[src/rtl/stair_pkg.sv]
package stair_pkg;
  localparam int NUM_ANG = 7;
  localparam int LVL_W   = 4;

  // Bridge pair encodings {left-low, right-high, right-low, left-high}
  localparam logic [3:0] BR_OFF = 4'b0000;
  localparam logic [3:0] BR_POS = 4'b0011;
  localparam logic [3:0] BR_NEG = 4'b1100;
  localparam logic [3:0] BR_ZHI = 4'b0101;
  localparam logic [3:0] BR_ZLO = 4'b1010;

  localparam logic [1:0] MODE_EQ  = 2'd1;
  localparam logic [1:0] MODE_122 = 2'd2;

  // Magnitude from count of passed angles
  function automatic logic [2:0] mag_of(logic [2:0] cnt, logic [1:0] mode);
    case (mode)
      MODE_EQ:  return cnt >> 1;
      MODE_122: return (cnt > 3'd5) ? 3'd5 : cnt;
      default:  return cnt;
    endcase
  endfunction

  // Source-cell enables for a magnitude
  function automatic logic [2:0] cells_of(logic [2:0] mag, logic [1:0] mode);
    case (mode)
      MODE_EQ: begin
        case (mag)
          3'd0:    return 3'b000;
          3'd1:    return 3'b001;
          3'd2:    return 3'b011;
          default: return 3'b111;
        endcase
      end
      MODE_122: begin
        case (mag)
          3'd0:    return 3'b000;
          3'd1:    return 3'b001;
          3'd2:    return 3'b010;
          3'd3:    return 3'b011;
          3'd4:    return 3'b110;
          default: return 3'b111;
        endcase
      end
      default: return mag;
    endcase
  endfunction

  function automatic logic [2:0] lvl_max(logic [1:0] mode);
    case (mode)
      MODE_EQ:  return 3'd3;
      MODE_122: return 3'd5;
      default:  return 3'd7;
    endcase
  endfunction

  function automatic logic [2:0] abs3(logic signed [LVL_W-1:0] l);
    logic signed [LVL_W-1:0] t;
    t = l[LVL_W-1] ? -l : l;
    return t[2:0];
  endfunction
endpackage

[src/rtl/stair_angle_rom.sv]
module stair_angle_rom #(
  parameter int QUARTER = 64,
  parameter int NUM_MI  = 4,
  localparam int QW     = $clog2(QUARTER),
  localparam int MI_W   = $clog2(NUM_MI)
) (
  input  logic [MI_W-1:0]                        mi_i,
  output logic [stair_pkg::NUM_ANG-1:0][QW-1:0]  ang_o
);
  import stair_pkg::*;

  // Angle in ticks; ascending by construction, smallest >= 1 when QUARTER >= 16*NUM_MI
  function automatic logic [QW-1:0] ang_at(int m, int i);
    int v;
    int mm;
    mm = (m >= NUM_MI) ? NUM_MI - 1 : m;
    v  = ((2 * i + 1) * QUARTER) / 16 - (mm * QUARTER) / (16 * NUM_MI);
    return v[QW-1:0];
  endfunction

  for (genvar gi = 0; gi < NUM_ANG; gi++) begin : g_ang
    assign ang_o[gi] = ang_at(int'(mi_i), gi);
  end
endmodule

[src/rtl/stair_phase.sv]
module stair_phase #(
  parameter int QUARTER = 64,
  parameter int NUM_MI  = 4,
  localparam int QW      = $clog2(QUARTER),
  localparam int MI_W    = $clog2(NUM_MI),
  localparam int PHASE_W = QW + 2
) (
  input  logic                                   clk,
  input  logic                                   rst,
  input  logic                                   en,
  input  logic [MI_W-1:0]                        mi_i,
  input  logic [1:0]                             mode_i,
  input  logic [stair_pkg::NUM_ANG-1:0][QW-1:0]  ang_i,
  output logic [MI_W-1:0]                        mi_cfg_o,
  output logic                                   act_o,
  output logic [1:0]                             mode_o,
  output logic signed [stair_pkg::LVL_W-1:0]     level_o
);
  import stair_pkg::*;

  localparam logic [PHASE_W-1:0] LAST = PHASE_W'(4 * QUARTER - 1);

  logic                     run_q;
  logic [PHASE_W-1:0]       phase_q;
  logic [MI_W-1:0]          mi_q;
  logic [1:0]               mode_q;
  logic [1:0]               mode_lvl_q;
  logic                     act_q;
  logic signed [LVL_W-1:0]  level_q;

  logic [1:0]               quarter;
  logic [QW-1:0]            pos;
  logic [2:0]               cnt;
  logic [2:0]               mag;
  logic signed [LVL_W-1:0]  level_d;

  assign quarter = phase_q[PHASE_W-1 -: 2];
  assign pos     = quarter[0] ? ~phase_q[QW-1:0] : phase_q[QW-1:0];

  always_comb begin
    cnt = 3'd0;
    for (int i = 0; i < NUM_ANG; i++) begin
      if (ang_i[i] <= pos) cnt = cnt + 3'd1;
    end
  end

  assign mag     = mag_of(cnt, mode_q);
  assign level_d = quarter[1] ? -$signed({1'b0, mag}) : $signed({1'b0, mag});

  always_ff @(posedge clk) begin
    if (rst) begin
      run_q      <= 1'b0;
      phase_q    <= '0;
      mi_q       <= '0;
      mode_q     <= '0;
      mode_lvl_q <= '0;
      act_q      <= 1'b0;
      level_q    <= '0;
    end else begin
      act_q      <= run_q;
      level_q    <= run_q ? level_d : '0;
      mode_lvl_q <= mode_q;
      if (!en) begin
        run_q   <= 1'b0;
        phase_q <= '0;
      end else if (!run_q || phase_q == LAST) begin
        run_q   <= 1'b1;
        phase_q <= '0;
        mi_q    <= mi_i;
        mode_q  <= mode_i;
      end else begin
        phase_q <= phase_q + 1'b1;
      end
    end
  end

  assign mi_cfg_o = mi_q;
  assign act_o    = act_q;
  assign mode_o   = mode_lvl_q;
  assign level_o  = level_q;


  level_step_chk: assert property (@(posedge clk) disable iff (rst)
    (act_q && $past(act_q)) |->
      ((int'(level_q) - int'($past(level_q)) <= 1) &&
       (int'(level_q) - int'($past(level_q)) >= -1)));


  level_range_chk: assert property (@(posedge clk) disable iff (rst)
    act_q |-> (abs3(level_q) <= lvl_max(mode_lvl_q)));
endmodule

[src/rtl/stair_bridge.sv]
module stair_bridge #(
  parameter int DEAD  = 2,
  localparam int DT_W = $clog2(DEAD + 1)
) (
  input  logic                               clk,
  input  logic                               rst,
  input  logic                               act_i,
  input  logic [1:0]                         mode_i,
  input  logic signed [stair_pkg::LVL_W-1:0] level_i,
  output logic [6:0]                         gate_o,
  output logic signed [stair_pkg::LVL_W-1:0] level_o
);
  import stair_pkg::*;

  logic [3:0]              br_q;
  logic [DT_W-1:0]         dt_q;
  logic [2:0]              cells_q;
  logic signed [LVL_W-1:0] lvl_q;
  logic                    zsel_q;
  logic                    zprev_q;

  logic                    is_zero;
  logic                    enter_zero;
  logic                    zsel_eff;
  logic [3:0]              target;

  assign is_zero    = (level_i == '0);
  assign enter_zero = act_i && is_zero && !zprev_q;
  assign zsel_eff   = zsel_q ^ enter_zero;

  always_comb begin
    if (!act_i)                target = BR_OFF;
    else if (is_zero)          target = zsel_eff ? BR_ZLO : BR_ZHI;
    else if (level_i[LVL_W-1]) target = BR_NEG;
    else                       target = BR_POS;
  end

  always_ff @(posedge clk) begin
    if (rst) begin
      br_q    <= BR_OFF;
      dt_q    <= '0;
      cells_q <= '0;
      lvl_q   <= '0;
      zsel_q  <= 1'b0;
      zprev_q <= 1'b1;
    end else begin
      cells_q <= act_i ? cells_of(abs3(level_i), mode_i) : 3'b000;
      lvl_q   <= level_i;
      zsel_q  <= act_i ? zsel_eff : 1'b0;
      zprev_q <= !act_i || is_zero;
      if (dt_q != '0) begin
        dt_q <= dt_q - 1'b1;
        if (dt_q == DT_W'(1)) br_q <= target;
      end else if (br_q != target) begin
        if (br_q == BR_OFF) begin
          br_q <= target;
        end else begin
          br_q <= BR_OFF;
          dt_q <= DT_W'(DEAD);
        end
      end
    end
  end

  assign gate_o  = {br_q, cells_q};
  assign level_o = lvl_q;


  leg_left_chk: assert property (@(posedge clk) disable iff (rst)
    !(gate_o[3] && gate_o[6]));

  leg_right_chk: assert property (@(posedge clk) disable iff (rst)
    !(gate_o[4] && gate_o[5]));

  dead_gap_chk: assert property (@(posedge clk) disable iff (rst)
    (br_q != BR_OFF) |=> ((br_q == BR_OFF) || $stable(br_q)));

  pos_pair_chk: assert property (@(posedge clk) disable iff (rst)
    (br_q == BR_POS) |-> (lvl_q > 0));

  neg_pair_chk: assert property (@(posedge clk) disable iff (rst)
    (br_q == BR_NEG) |-> (lvl_q < 0));

  zero_pair_chk: assert property (@(posedge clk) disable iff (rst)
    ((br_q == BR_ZHI) || (br_q == BR_ZLO)) |-> (lvl_q == 0));

  zero_cells_chk: assert property (@(posedge clk) disable iff (rst)
    (lvl_q == 0) |-> (cells_q == 3'b000));
endmodule

[src/rtl/stair_seq.sv]
module stair_seq #(
  parameter int QUARTER = 64,
  parameter int NUM_MI  = 4,
  parameter int DEAD    = 2
) (
  input  logic                        clk,
  input  logic                        rst,
  input  logic                        en,
  input  logic [$clog2(NUM_MI)-1:0]   mi_sel,
  input  logic [1:0]                  mode_sel,
  output logic [6:0]                  gate_o,
  output logic signed [3:0]           level_o
);
  import stair_pkg::*;

  localparam int QW   = $clog2(QUARTER);
  localparam int MI_W = $clog2(NUM_MI);

  logic [NUM_ANG-1:0][QW-1:0] ang;
  logic [MI_W-1:0]            mi_cfg;
  logic                       act;
  logic [1:0]                 mode_lvl;
  logic signed [LVL_W-1:0]    level_raw;

  stair_angle_rom #(.QUARTER(QUARTER), .NUM_MI(NUM_MI)) u_rom (
    .mi_i  (mi_cfg),
    .ang_o (ang)
  );

  stair_phase #(.QUARTER(QUARTER), .NUM_MI(NUM_MI)) u_phase (
    .clk      (clk),
    .rst      (rst),
    .en       (en),
    .mi_i     (mi_sel),
    .mode_i   (mode_sel),
    .ang_i    (ang),
    .mi_cfg_o (mi_cfg),
    .act_o    (act),
    .mode_o   (mode_lvl),
    .level_o  (level_raw)
  );

  stair_bridge #(.DEAD(DEAD)) u_bridge (
    .clk     (clk),
    .rst     (rst),
    .act_i   (act),
    .mode_i  (mode_lvl),
    .level_i (level_raw),
    .gate_o  (gate_o),
    .level_o (level_o)
  );
endmodule

[config.mk]
export PLATFORM = sky130hd
export DESIGN_NAME = stair_seq
export DESIGN_NICKNAME = d
export VERILOG_FILES = /design/src/rtl/stair_pkg.sv /design/src/rtl/stair_angle_rom.sv /design/src/rtl/stair_phase.sv /design/src/rtl/stair_bridge.sv /design/src/rtl/stair_seq.sv
export SDC_FILE = /design/constraint.sdc
export NUM_CORES = 1
export LEC_CHECK = 0
export ABC_AREA = 1
export BUFFER_PORTS_ARGS = -buffer_cell sky130_fd_sc_hd__clkbuf_2
export CAP_MARGIN = 40
export CORE_UTILIZATION = 55
export CTS_CLUSTER_SIZE = 40
export DETAILED_ROUTE_END_ITERATION = 6
export PLACE_DENSITY = 0.81
export REMOVE_ABC_BUFFERS = 1
export SYNTH_ARGS = -nofsm -noshare
export SYNTH_HDL_FRONTEND = slang
export SYNTH_SLANG_ARGS = --single-unit
[constraint.sdc]
create_clock -name clk -period 7 [get_ports clk]
set_input_delay 1.05 -clock clk [delete_from_list [all_inputs] [get_ports clk]]
set_output_delay 1.05 -clock clk [all_outputs]
set_load 0.05 [all_outputs]
; Yosys cells after proc, flatten, opt, wreduce, memory -nomap -nowiden
; Cells that the tools add are included.
[totals]
regBits = 35
in_bits = 7
out_inout_bits = 11
wordCells = 104
[classes]
add_sub_neg = 17
n_lt_le_gt_ge = 8
eq_ne = 13
n_mux = 26
bitwise = 6
n_reduce_logical = 20
[ops]
columns = op, count
row1 = 6-bit less-or-equal comparator, 7
row2 = 4-bit two-way mux, 8
row3 = 3-bit two-way mux, 9
row4 = "6-bit by 2-bit subtractor with 6-bit output, first input constant", 3
row5 = "3-bit by 1-bit adder with 3-bit output, second input constant", 5
row6 = 3-bit one-hot mux with 5 select lines, 1
row7 = 3-bit one-hot mux with 2 select lines, 2
row8 = "5-bit by 2-bit subtractor with 6-bit output, first input constant", 2
row9 = 3-bit one-hot mux with 3 select lines, 1
row10 = "8-bit by 1-bit adder with 8-bit output, second input constant", 1
row11 = "8-bit equality test, second input constant", 1
row12 = 4-bit logical NOT, 2
row13 = "2-bit by 1-bit equality test with 1-bit output, second input constant", 3
row14 = "3-bit by 2-bit equality test with 1-bit output, second input constant", 2
row15 = 2-bit two-way mux, 3
row16 = 6-bit two-way mux, 1
row17 = 6-bit inverter, 1
row18 = 2-bit AND reduction, 3
row19 = 2-bit OR reduction, 3
row20 = 3-bit OR reduction, 2
row21 = "4-bit by 2-bit subtractor with 5-bit output, first input constant", 1
row22 = "2-bit equality test, second input constant", 2
row23 = 4-bit != test, 1
row24 = 3-bit negation with 4-bit output, 1
row25 = 17 further kinds, 25

; Depth between registers and ports, before layout
; Gate-level depths: netlist of the first run.
[depth]
depth_word = 21
ltp_mapped = 44
ltp_nobuf = 44

; Cells and area by module
; From an unflattened synthesis of the first run, not the netlist that was laid out.
[unflattened]
hier_cells = 564
hier_area_um2 = 3846.2
[by_module_without_submodules]
columns = module, instances, cells_per_inst, area_each_um2, seq_area_each_um2
row1 = stair_phase, 1, 389, 2567.5, 400.4
row2 = stair_bridge, 1, 130, 950.9, 300.3
row3 = stair_angle_rom, 1, 45, 327.8, 0.0

; Worst setup path after synthesis of the first run
; No wires, ideal clock.
[synth_timing]
kind = register -> register
startpoint = register u_phase.mi_q[0] (netlist: u_phase.mi_cfg_o[0])
endpoint = register u_phase.level_q[2] (netlist: u_phase.level_o[2])
setup_ps = 114
arrival_time_ps = 4839
required_ps = 6886
setup_slack_ps = 2047
path_stages_with_launch = 45
path_buffers = 0
period_less_slack_ps = 4953
path_cell_list = dfxtp_1 -> inv_1 -> ha_1 -> ha_1 -> nand2_1 -> nor2_1 -> inv_1 -> nand2_1 -> nand2_1 -> inv_1 -> nor2_1 -> nand2_1 -> inv_1 -> ha_1 -> inv_1 -> nand3_1 -> nand2_2 -> inv_1 -> [... 9 more ...] -> ha_1 -> nand2_1 -> xor2_1 -> inv_1 -> nand2_1 -> nand2_1 -> inv_1 -> nand2_1 -> nand2_2 -> nand2_1 -> nand2_1 -> nand2_1 -> nand2_2 -> inv_2 -> ha_1 -> nor2_1 -> xor2_1 -> nor2_1
[synth_via]
elab_chain_len = 20
elab_cells_between_ends = 32
classes_between = add/sub: 14 / order compare: 8 / mux: 10
[synth_rtl]
columns = element, line_no
row1 = start: declaration, stair_phase.sv:25  ; logic [MI_W-1:0] mi_q;
row2 = start signal: assignment, stair_phase.sv:69  ; mi_q <= mi_i;
row3 = 3-bit by 2-bit subtractor with 4-bit output, stair_angle_rom.sv:17  ; v = ((2 * i + 1) * QUARTER) / 16 - (mm * QUARTER) / (16 * NUM_MI);
row4 = 6-bit less-or-equal comparator, stair_phase.sv:43  ; if (ang_i[i] <= pos) cnt = cnt + 3'd1;
row5 = 1-bit two-way mux, stair_phase.sv:43
row6 = 1-bit by 1-bit adder with 2-bit output, stair_phase.sv:43
row7 = 3-bit two-way mux, stair_phase.sv:43
row8 = 3-bit by 1-bit adder with 3-bit output, stair_phase.sv:43
row9 = 3-bit two-way mux, stair_phase.sv:43
row10 = 3-bit by 1-bit adder with 3-bit output, stair_phase.sv:43
row11 = [... 4 more ...], -
row12 = 3-bit two-way mux, stair_phase.sv:43
row13 = 3-bit by 1-bit adder with 3-bit output, stair_phase.sv:43
row14 = 3-bit two-way mux (*), stair_phase.sv:43
row15 = 3-bit > comparator, stair_pkg.sv:19  ; MODE_122: return (cnt > 3'd5) ? 3'd5 : cnt;
row16 = 3-bit two-way mux, stair_pkg.sv:19
row17 = 3-bit one-hot mux with 2 select lines (*), stair_pkg.sv:17  ; case (mode)
row18 = 3-bit negation with 4-bit output, stair_phase.sv:48  ; assign level_d = quarter[1] ? -$signed({1'b0, mag}) : $signed({1'b0, mag});
row19 = 3-bit two-way mux (*), stair_phase.sv:48
row20 = end signal: assignment, stair_phase.sv:61  ; level_q <= run_q ? level_d : '0;
row21 = end: declaration, stair_phase.sv:29  ; logic signed [LVL_W-1:0] level_q;
; Mark *: on every way between the ends. The rest lies on a longest branch, timed or not.
; A chain may end at the register's enable or synchronous reset.

; Final worst setup path of the first run
[layout_timing]
startpoint = register u_phase.phase_q[6]
endpoint = register u_phase.level_q[1] (netlist: u_phase.level_o[1])
[layout_via]
elab_chain_len = 20
elab_cells_between_ends = 26
classes_between = add/sub: 7 / order compare: 8 / mux: 11
[layout_rtl]
columns = element, line_no
row1 = start: declaration, stair_phase.sv:24  ; logic [PHASE_W-1:0] phase_q;
row2 = start signal: assignment, stair_phase.sv:72  ; phase_q <= phase_q + 1'b1;
row3 = 6-bit two-way mux (*), stair_phase.sv:38  ; assign pos = quarter[0] ? ~phase_q[QW-1:0] : phase_q[QW-1:0];
row4 = 6-bit less-or-equal comparator, stair_phase.sv:43
row5 = 1-bit two-way mux, stair_phase.sv:43
row6 = 1-bit by 1-bit adder with 2-bit output, stair_phase.sv:43
row7 = 3-bit two-way mux, stair_phase.sv:43
row8 = 3-bit by 1-bit adder with 3-bit output, stair_phase.sv:43
row9 = 3-bit two-way mux, stair_phase.sv:43
row10 = 3-bit by 1-bit adder with 3-bit output, stair_phase.sv:43
row11 = [... 4 more ...], -
row12 = 3-bit two-way mux, stair_phase.sv:43
row13 = 3-bit by 1-bit adder with 3-bit output, stair_phase.sv:43
row14 = 3-bit two-way mux (*), stair_phase.sv:43
row15 = 3-bit > comparator, stair_pkg.sv:19
row16 = 3-bit two-way mux, stair_pkg.sv:19
row17 = 3-bit one-hot mux with 2 select lines (*), stair_pkg.sv:17
row18 = 3-bit negation with 4-bit output, stair_phase.sv:48
row19 = 3-bit two-way mux (*), stair_phase.sv:48
; Marked as above.

==> run summary, run 1 <==
Status -> complete, no violations
Place WS -> 1573 ps
Die Y -> 66.31 microns
Vias in the first global route -> 1822
Cts repair resizes -> 0
Largest net degree at the start of global routing -> 15
Worst Path Required -> 7170 ps
Final Setup Violations -> 0
Starting Density -> 0.5728
Pwr dens -> 214.1 nW/um^2
Port Buffer Count -> 17
Clock transition at path regs -> 70 ps
Leak -> 1.210 nW
Worst Setup Start Kind -> register
Metal3 WL -> 91 microns
Area delta synth->final -> 9.406%
Mean post-synth cell area -> 6.914 sq um
Routed met2 length -> 2087 microns
# rows -> 23
Synth top area cells -> dfxtp_1, ha_1, nand2_1
DRT met1 WL -> 1885 microns
Die Area -> 4397 sq um
CTS tree -> yes
Die width -> 66.31 microns
Post-route clock period utilization -> 0.7874
Number of enable flip-flop cells after synthesis -> 0
Worst-Skew Late Latency -> 290 ps
Top cell type by total area after synthesis -> dfxtp_1
DR iter-0 viols -> 93
Hold endpoint -> u_phase.mi_cfg_o[1]
Setup Buffers After CTS -> 0
Worst r2r src -> u_phase.phase_q[6]
Top cell type's share of synthesized area -> 0.3080
Ys async rst share -> 0
Vias/cell -> 4.955
Final hold vios -> 0
Clock root buffer -> clkbuf_8
Post-synthesis register bit count -> 35
Total power -> 0.5329 mW
Sink Count -> 35
Final #Nets -> 380
Delay-heaviest family, CP -> simple AND/OR/NAND/NOR gates
Slowest stage delay, CP -> 590 ps
Data arrival time of the worst path -> 5680 ps
Top sig layer -> met4
Final wirelength -> 4142 microns
HP Class -> register to register
Crit path time final -> 5512 ps
DR vias -> 1992
Pre-antenna DRT Iters -> 4
# DRC -> 0
Slowest CP cell -> dfxtp_1
Register area share after synthesis -> 0.3080
CP Buf/Inv Count -> 8
Max VDD drop -> 0.1211 mV
Distinct cells, synth -> 31
Final Wtd Congestion -> 0.8257
Most used cell, CP -> nand2_1
CTS Buffer Depth -> 2
Worst-Margin Slew -> 441.7 ps
RSZ-0062 raised after global routing -> false
Final setup margin -> 1488 ps
Critical path class -> register to register
Final HPWL DP -> 3216 microns
H-tree level count -> 2
Endpoint type of the worst setup path -> register
Synthesized instance count -> 329
Final ANT Viol Nets -> 0
Reg2Reg Depth -> 42
Layout cells sized above 1 -> 0.1477
Hold buffers post-CTS -> 0
Final Max Tran Viols -> 0
Ant diodes -> 0
GR Util All Layers -> 0.2105
Clk_skew -> 5.060 ps
WL per Instance -> 10.30 microns
I/O Pins -> 18
Ys flop type -> dfxtp_1
Relative slew slack -> 0.7051
GRT Residual Overflow -> 0
Hold Crit Depth -> 2
TritonCTS buffer count -> 5
Core area -> 3971 sq um
Worst-path fanout max -> 9
Initial antenna violation count -> 0
Hold path start -> u_phase.mi_cfg_o[1]
Sum of negative setup slack -> 0 ps
First-pass GRT wire length -> 7162 microns
Syn. warnings -> 0
Fmax -> 181.4 MHz
R2r endpoint -> u_phase.level_o[1]
Synth Cell Area -> 2275 sq um
Flop-to-flop setup slack -> 1490 ps
Max-Cap Viols -> 0
[report_power, final]
| group | total (mW) | internal, mW | switching (mW) | leakage, nW |
|---|---|---|---|---|
| clock network | 0.141 | 0.0698 | 0.0709 | 0.0422 |
| registers | 0.225 | 0.214 | 0.0112 | 0.285 |
| logic | 0.167 | 0.0543 | 0.113 | 0.883 |
[per-layer routing]
| layer | vias to the layer above | global-route usage |
|---|---|---|
| met1 | 883 | 0.2306 |
| li1 | 1082 | - |
| met3 | 9 | 0.04310 |
| met2 | 18 | 0.3941 |
| met5 | - | 0 |
| met4 | 0 | 0.07447 |
[tightest hold or removal path: cells and delay by family (launching register included)]
| family | cells | cell delay [ps] |
|---|---|---|
| buffers and inverters | 1 | 60 |
| DFF | 1 | 300 |
| AOI/OAI and AO/OA | 1 | 60 |
[how the worst max path moves through the flow]
stage                                  start                  to  slack [ps]  cells past startpoint
after global placement    u_phase.phase_q[6]  u_phase.level_o[2]        1710                     43
after floorplan           u_phase.phase_q[6]  u_phase.level_o[2]        2010                     43
after detailed placement  u_phase.phase_q[6]  u_phase.level_o[2]        1570                     43
after global routing      u_phase.phase_q[6]  u_phase.level_o[1]         930                     42
after CTS                 u_phase.phase_q[6]  u_phase.level_o[1]        1480                     42
final                     u_phase.phase_q[6]  u_phase.level_o[1]        1490                     42
[cell usage in the layout, fill, tap and decap left out, drive strengths merged]
cell type	instances
clkinv	1
or2	3
xnor2	3
nor3b	3
nor2	46
nand2	82
o21ai	21
ha	22
nor3	1
xor2	9
o211ai	1
nand4	2
nand3b	1
dfxtp	35
nand3	25
o221ai	1
a221oi	1
inv	53
nor4	1
a21oi	13
clkbuf	24
a31oi	1
a311o	1
o21a	2
[final cells by class]
type	instances	area [sq um]
Multi-Input combinational cell	239	1360
Tap cell	50	62.56
Sequential cell	35	700.7
Fill cell	367	1483
Inverter	53	198.9
Timing Repair Buffer	17	85.08
Clock buffer	7	76.32
Clock inverter	1	5.005
[stage by stage]
stage | util | instance area, sq um | instances | hold WS (ps)
2_1_floorplan | - | 2260 | 327 | 426.1
3_3_place_gp | 0.6062 | 2407 | 394 | 447.3
3_5_place_dp | 0.6062 | 2407 | 394 | 450.8
4_1_cts | 0.6267 | 2489 | 402 | 462.0
5_1_grt | 0.6267 | 2489 | 402 | 502.3
6_report | 0.6267 | 2489 | 402 | 459.8
[cell usage after synthesis, drive strengths merged (2+ instances only)]
master	instances
nand2	82
dfxtp	35
nand3	25
or2	3
inv	53
xnor2	3
nor3b	3
nor2	46
a21oi	13
ha	22
o21ai	21
o21a	2
nand4	2
xor2	9
[state kept, by name (all words and copies together), names as in the netlist, 2 cells and up]
register and cells:
u_bridge.br_q 4, u_bridge.dt_q 2, u_bridge.level_o 4, u_phase.level_o 4, u_bridge.cells_q 3, u_phase.mode_q 2, u_phase.mi_cfg_o 2, u_phase.mode_o 2
u_phase.phase_q 8
[cell families (layout without fill, tap and decap cells)]
group / after synthesis / in the layout / share of synthesized area
XOR/XNOR: 12 / 12 / 0.04951
adder cells (fa/ha/maj): 22 / 22 / 0.1210
AND/OR/NAND/NOR: 164 / 164 / 0.3245
flip-flops: 35 / 35 / 0.3080
buffers and inverters: 55 / 78 / 0.09406
AO/OA/AOI/OAI: 41 / 41 / 0.1029
Note: power is estimated with default switching activity, not from simulation.
==> run 2: changes to the inputs <==
- ABC_AREA: 1 -> 0
- CORE_UTILIZATION: 55 -> 54
- PLACE_DENSITY: 0.81 -> 0.83
- clock period: 7 -> 4.7 ns (I/O delays scaled with it)
==> run summary, run 2 <==
Status -> finished with violations
Failing checks -> negative setup slack
Logic pwr share -> 0.228 (-0.085)
Compound-Gate Fraction of Synth Area -> 0.1899 (+0.08700)
Sink Count -> 35 (unchanged)
Vias/cell -> 5.910 (+19%)
Area delta synth->final -> 28.76%
Largest net degree at the start of global routing -> 20 (+5)
Starting Density -> 0.5836 (+0.01086)
Delay-heaviest family, CP -> adder cells
HP Class -> register to register
Max FFs per register -> 8 (unchanged)
Final #Nets -> 367 (-3.4%)
Ys async rst share -> 0 (unchanged)
Worst-path fanout max -> 4 (-5)
Register area share after synthesis -> 0.2897 (-0.01833)
Synth Cell Area -> 2419 sq um (+6.3%)
Final HPWL DP -> 3783 microns (+18%)
Synth cell count leaders -> nor2_1, dfxtp_1, inv_1
Hold Crit Depth -> 2 (unchanged)
Sum of negative setup slack -> -1339 ps (-1339 ps)
Placed Area -> 2728 sq um (+13%)
Die Area -> 4751 sq um (+8.0%)
Max VDD drop -> 0.2692 mV (+120%)
I/O Pins -> 18 (unchanged)
Synth Area in XOR/XNOR -> 0.1014 (+0.05189)
CTS Buffer Depth -> 2 (unchanged)
Hold WS -> 475.3 ps (+15.48 ps)
Worst r2r src -> u_phase.mi_cfg_o[1]
Placed Cells -> 374 (-5.1%)
Flop-to-flop setup slack -> -640 ps (-2130 ps)
Synth Area in Simple Gates -> 0.1862 (-0.1383)
TritonCTS buffer count -> 5 (unchanged)
Slowest CP cell -> dfxtp_2
GRT Residual Overflow -> 0 (unchanged)
Biggest register -> u_phase.phase_q
Clock transition at path regs -> 80 ps (about the same)
Reg2Reg Depth -> 31 (-26%)
Main combinational cell family by area after synthesis -> compound AO/OA/AOI/OAI gates
Most numerous cell in the Yosys netlist -> nor2_1
Pwr dens -> 242.5 nW/um^2 (+13%)
Hold path start -> u_phase.level_o[1]
# DRC -> 0 (unchanged)
Post-route clock period utilization -> 1.136 (+0.3482)
Pre-antenna DRT Iters -> 6 (+2)
Fmax -> 187.4 MHz (+3.3%)
Mean post-synth cell area -> 8.398 sq um (+21%)
Sw Share -> 0.2832 (-0.08230)
Final core occ -> 0.7515 (+0.1249)
Most used cell, CP -> ha_4
Leak -> 1.261 nW (+4.2%)
Place WS -> -759.2 ps (-2333 ps)
Clock root buffer -> clkbuf_8
Core area -> 4144 sq um (+4.3%)
Max-Cap Viols -> 0 (unchanged)
Most common cell after layout, fill and taps aside -> buf_4
Relative slew slack -> 0.5607 (-0.1444)
GR Util All Layers -> 0.2792 (+0.06868)
Final Cell Area -> 3114 sq um (+25%)
Port Buffer Count -> 17 (unchanged)
Hold endpoint -> u_bridge.level_o[1]
RSZ-0062 raised after global routing -> true
Clk pwr share -> 0.367 (+0.103)
Critical path class -> register to register
Worst-Skew Late Latency -> 290 ps (about the same)
Clk_skew -> 6.941 ps (+1.880 ps)
Final Wtd Congestion -> 0.8632 (+4.5%)
H-tree level count -> 2 (unchanged)
First-pass GRT wire length -> 9680 microns (+35%)
Synth Area in Adders -> 0.1128 (-0.008234)
WL per Instance -> 16.14 microns (+57%)
Endpoint type of the worst setup path -> register
Switch Pwr -> 0.2139 mW (+9.8%)
DR vias -> 2305 (+16%)
Data arrival time of the worst path -> 5510 ps (-170 ps)
Worst Setup Start Kind -> register
Final ANT Viol Nets -> 0 (unchanged)
Ant diodes -> 0 (unchanged)
Ys flop type -> dfxtp_1
Number of enable flip-flop cells after synthesis -> 0 (unchanged)
Area of the multi-input gates -> 1755 sq um (+29%)
R2r endpoint -> u_phase.level_o[2]
Initial antenna violation count -> 0 (unchanged)
CTS tree -> yes
Syn. warnings -> 0 (unchanged)
Vias in the first global route -> 2206 (+21%)
Worst-Margin Slew -> 650.7 ps (+209.0 ps)
Crit path time final -> 5337 ps (-174.6 ps)
Finished Layout Cells -> 390 (-3.0%)
Top cell type's share of synthesized area -> 0.2897 (-0.01833)
Distinct cells, synth -> 56 (+81%)
Most frequent cells in the layout -> buf_4, nor2_1, dfxtp_1, inv_1, clkbuf_2
Final setup margin -> -637.2 ps (-2125 ps)
CP Buf/Inv Count -> 3 (-5)
Layout cells sized above 1 -> 0.3118 (+0.1640)
Final wirelength -> 6295 microns (+52%)
Synth top area cells -> dfxtp_1, ha_1, nor2_1
DR iter-0 viols -> 115 (+24%)
Mux contribution to synthesized area -> 0.05018 (+0.05018)
Die Y -> 68.93 microns (+3.9%)
Final Max Tran Viols -> 0 (unchanged)
Final Setup Violations -> 3 (+3)
Synthesized instance count -> 288 (-12%)
Post-synthesis register bit count -> 35 (unchanged)
Fill cell count -> 293 (-20%)
Slowest stage delay, CP -> 340 ps (-250 ps)
Register share of total power -> 0.405 (-0.018)
Top cell type by total area after synthesis -> dfxtp_1
Total power -> 0.7553 mW (+42%)
Die width -> 68.93 microns (+3.9%)
# rows -> 23 (unchanged)
Cell Int Power -> 0.5414 mW (+60%)
Worst Path Required -> 4880 ps (-2290 ps)
Final hold vios -> 0 (unchanged)
Seq. cell area -> 704.4 sq um (+0.54%)
-- run 2: cell count changes after synthesis, sizes merged, moves of 10 or more --
| cell | delta |
|---|---|
| nand2 | -64 |
| inv | -29 |
| nand3 | -17 |
| xnor2 | +12 |
| mux2i | +11 |
| nor2 | -10 |
-- run 2: worst register-to-register path: cells and delay by family, from the launching register on --
family | cells | cell delay [ps]
adder cells (fa/ha/maj) | 7 | 1680
AO/OA/AOI/OAI | 10 | 1490
AND/OR/NAND/NOR | 7 | 940
XOR/XNOR | 3 | 510
flip-flops | 1 | 340
buffers and inverters | 3 | 190
multiplexers | 1 | 70
-- run 2: power groups by stage --
stage                     registers [mW]  clock network (mW)  logic [mW]
after global placement             0.312                   0       0.120
after CTS                          0.306               0.274       0.147
after floorplan                    0.314                   0      0.0818
after global routing               0.306               0.292       0.184
after detailed placement           0.312                   0       0.124
final                              0.306               0.277       0.172
-- run 2: cell type report --
class,count,area share
Tap cell,50,0.02009
Multi-Input combinational cell,216,0.5637
Timing Repair Buffer,57,0.1249
Clock buffer,5,0.02210
Clock inverter,3,0.01406
Inverter,24,0.02893
Sequential cell,35,0.2262
-- run 2: worst max path at each step --
| stage | start | end | slack (ps) | cells past startpoint |
|---|---|---|---|---|
| final | u_phase.mi_cfg_o[1] | u_phase.level_o[2] | -640 | 31 |
| after global routing | u_phase.mi_cfg_o[1] | u_phase.level_o[2] | -840 | 31 |
| after CTS | u_phase.mi_cfg_o[0] | u_phase.level_o[2] | -480 | 29 |
| after detailed placement | u_phase.mi_cfg_o[0] | u_phase.level_o[2] | -760 | 30 |
| after global placement | u_phase.mi_cfg_o[0] | u_phase.level_o[2] | -520 | 30 |
| after floorplan | u_phase.phase_q[6] | u_phase.level_o[2] | -1130 | 29 |
-- run 2: timing repair --
| action | CTS | global route |
|---|---|---|
| endpoints found under the setup margin | 4 | 4 |
| buffers inserted | 5 | 4 |
| gates resized for setup | 26 | 14 |
| hold buffers | 0 | 0 |
| pin swaps | 21 | 17 |
| hold endpoints to repair | 0 | 0 |
-- run 2: routing by layer --
| layer | vias up | global-route usage | wire length (microns) | part of all wire |
|---|---|---|---|---|
| li1 | 1097 | - | - | - |
| met1 | 1077 | 0.2679 | 2384 | 0.38 |
| met2 | 96 | 0.5413 | 3251 | 0.52 |
| met3 | 35 | 0.06743 | 322 | 0.051 |
| met4 | 0 | 0.1429 | 336 | 0.053 |
| met5 | - | 0 | 0 | 0 |
-- run 2: cell families after synthesis --
logic type / Yosys count
AND/OR/NAND/NOR: 94
AO/OA/AOI/OAI: 63
buffers and inverters: 37
flip-flops: 35
XOR/XNOR: 25
adder cells (fa/ha/maj): 22
multiplexers: 12
==> run 3: changes to the inputs <==
- CORE_UTILIZATION: 54 -> 55
- PLACE_DENSITY: 0.83 -> 0.81
- clock period: 4.7 -> 5.7 ns (I/O delays scaled with it)
==> run summary, run 3 (synthesized netlist as in run 2, its figures left out) <==
Port Buffer Count -> 17 (unchanged)
I/O Pins -> 18 (unchanged)
Worst Setup Start Kind -> register
Max VDD drop -> 0.1738 mV (-35%)
Final core occ -> 0.6643 (-0.08717)
Reg2Reg Depth -> 31 (unchanged)
CTS tree -> yes
Max-Cap Viols -> 0 (unchanged)
Endpoint type of the worst setup path -> register
Hold Crit Depth -> 2 (unchanged)
Area delta synth->final -> 13.04%
# DRC -> 0 (unchanged)
Final Cell Area -> 2734 sq um (-12%)
Layout cells sized above 1 -> 0.1897 (-0.1221)
Vias/cell -> 5.670 (-4.1%)
Core area -> 4115 sq um (-0.69%)
Leak -> 1.087 nW (-14%)
DRT met1 WL -> 2169 microns (-9.0%)
Final Wtd Congestion -> 0.8421 (-2.4%)
Pwr dens -> 196.3 nW/um^2 (-19%)
Final Setup Violations -> 0 (-3)
Clk_skew -> 8.055 ps (+1.115 ps)
Final wirelength -> 4890 microns (-22%)
Finished Layout Cells -> 361 (-7.4%)
Largest net degree at the start of global routing -> 20 (unchanged)
Slowest CP cell -> o32a_1
Fill cell count -> 349 (+19%)
Metal3 WL -> 175 microns (-46%)
Placed Area -> 2547 sq um (-6.6%)
Clock root buffer -> clkbuf_8
Die Y -> 68.31 microns (-0.89%)
Die width -> 68.31 microns (-0.89%)
Most common cell after layout, fill and taps aside -> nor2_1
Slowest stage delay, CP -> 360 ps (+20 ps)
Final #Nets -> 338 (-7.9%)
DR vias -> 2047 (-11%)
Relative slew slack -> 0.6690 (+0.1083)
Placed Cells -> 350 (-6.4%)
Fmax -> 181.8 MHz (-3.0%)
Initial antenna violation count -> 0 (unchanged)
DR iter-0 viols -> 106 (-7.8%)
HP Class -> register to register
H-tree level count -> 2 (unchanged)
Final ANT Viol Nets -> 0 (unchanged)
Routed met2 length -> 2452 microns (-25%)
Clock transition at path regs -> 70 ps (about the same)
Max FFs per register -> 8 (unchanged)
TritonCTS buffer count -> 5 (unchanged)
Final hold vios -> 0 (unchanged)
GRT Residual Overflow -> 0 (unchanged)
Place WS -> 143.3 ps (+902.5 ps)
WL per Instance -> 13.55 microns (-16%)
Pre-antenna DRT Iters -> 4 (-2)
Total power -> 0.5366 mW (-29%)
Final HPWL DP -> 3408 microns (-9.9%)
First-pass GRT wire length -> 8038 microns (-17%)
Post-route clock period utilization -> 0.9652 (-0.1704)
Worst-Skew Late Latency -> 290 ps (about the same)
Worst Path Required -> 5920 ps (+1040 ps)
Vias in the first global route -> 1902 (-14%)
Sink Count -> 35 (unchanged)
Crit path time final -> 5501 ps (+164.2 ps)
Starting Density -> 0.5877 (+0.004081)
CTS Buffer Depth -> 2 (unchanged)
Ant diodes -> 0 (unchanged)
Die Area -> 4666 sq um (-1.8%)
Most frequent cells in the layout -> nor2_1, dfxtp_1, inv_1, ha_1, clkbuf_2
Final setup margin -> 198.6 ps (+835.8 ps)
Status -> complete, no violations
Biggest register -> u_phase.phase_q
# rows -> 23 (unchanged)
Worst-Margin Slew -> 493.2 ps (-157.5 ps)
Data arrival time of the worst path -> 5730 ps (+220 ps)
Top sig layer -> met4
Final Max Tran Viols -> 0 (unchanged)
Worst-path fanout max -> 6 (+2)
Hold buffers post-CTS -> 0 (unchanged)
Most used cell, CP -> ha_1
Critical path class -> register to register
GR Util All Layers -> 0.2264 (-0.05280)
[run 3: changes by cell type in the layout (fill, tap and decap cells not counted), moves of 3 or more]
cell     before  now
ha_1         14   17
buf_4        39   11
ha_4          6    2
inv_2         4    1
inv_1        20   23
xnor2_1       9   12
[run 3: worst max-delay path, delay by kind of cell, from the launching register on]
family	cells	cell delay, ps
flops	1	330
compound gates	10	1390
xor+xnor	3	680
fa+ha+maj	7	1720
mux	1	60
simple gates	7	1070
buf+inv	3	180
[run 3: final timing paths]
check,start,endpoint,slack (ps)
max,u_phase.mi_cfg_o[0],u_phase.level_o[2],200
min,u_phase.level_o[1],u_bridge.level_o[1],460
max reg2reg,u_phase.mi_cfg_o[0],u_phase.level_o[2],200
min reg2reg,u_phase.level_o[1],u_bridge.level_o[1],460
[run 3: repair_timing]
| item | 4_1_cts | 5_1_grt |
|---|---|---|
| setup buffers | 0 | 3 |
| setup endpoints to repair | 0 | 2 |
| resized for setup | 0 | 15 |
[run 3: cell type report]
class	count	area [sq um]	area share
inverters	24	90.09	0.03295
clock buffers	6	72.57	0.02654
flip-flops and latches	35	701.9	0.2568
repair buffers	28	167.7	0.06133
well taps	50	62.56	0.02288
multi-input cells	216	1627	0.5950
clock inverters	2	12.51	0.004577
[run 3: power by group]
part,internal [mW],switching [mW]
Combinational,0.0470,0.0612
Sequential,0.249,0.00327
Clock,0.0854,0.0910
[run 3: layer usage]
layer | global-route usage | vias up
li1 | - | 1036
met1 | 0.2490 | 949
met2 | 0.4216 | 49
met3 | 0.04667 | 13
met4 | 0.08073 | 0
met5 | 0 | -
[run 3: per-stage QoR]
stage / TNS [ps] / hold slack, ps
4_1_cts: 0 / 460.8
3_5_place_dp: 0 / 450.2
2_1_floorplan: -181.6 / 429.7
6_report: 0 / 460.6
3_3_place_gp: 0 / 443.6
5_1_grt: -110.5 / 487.2
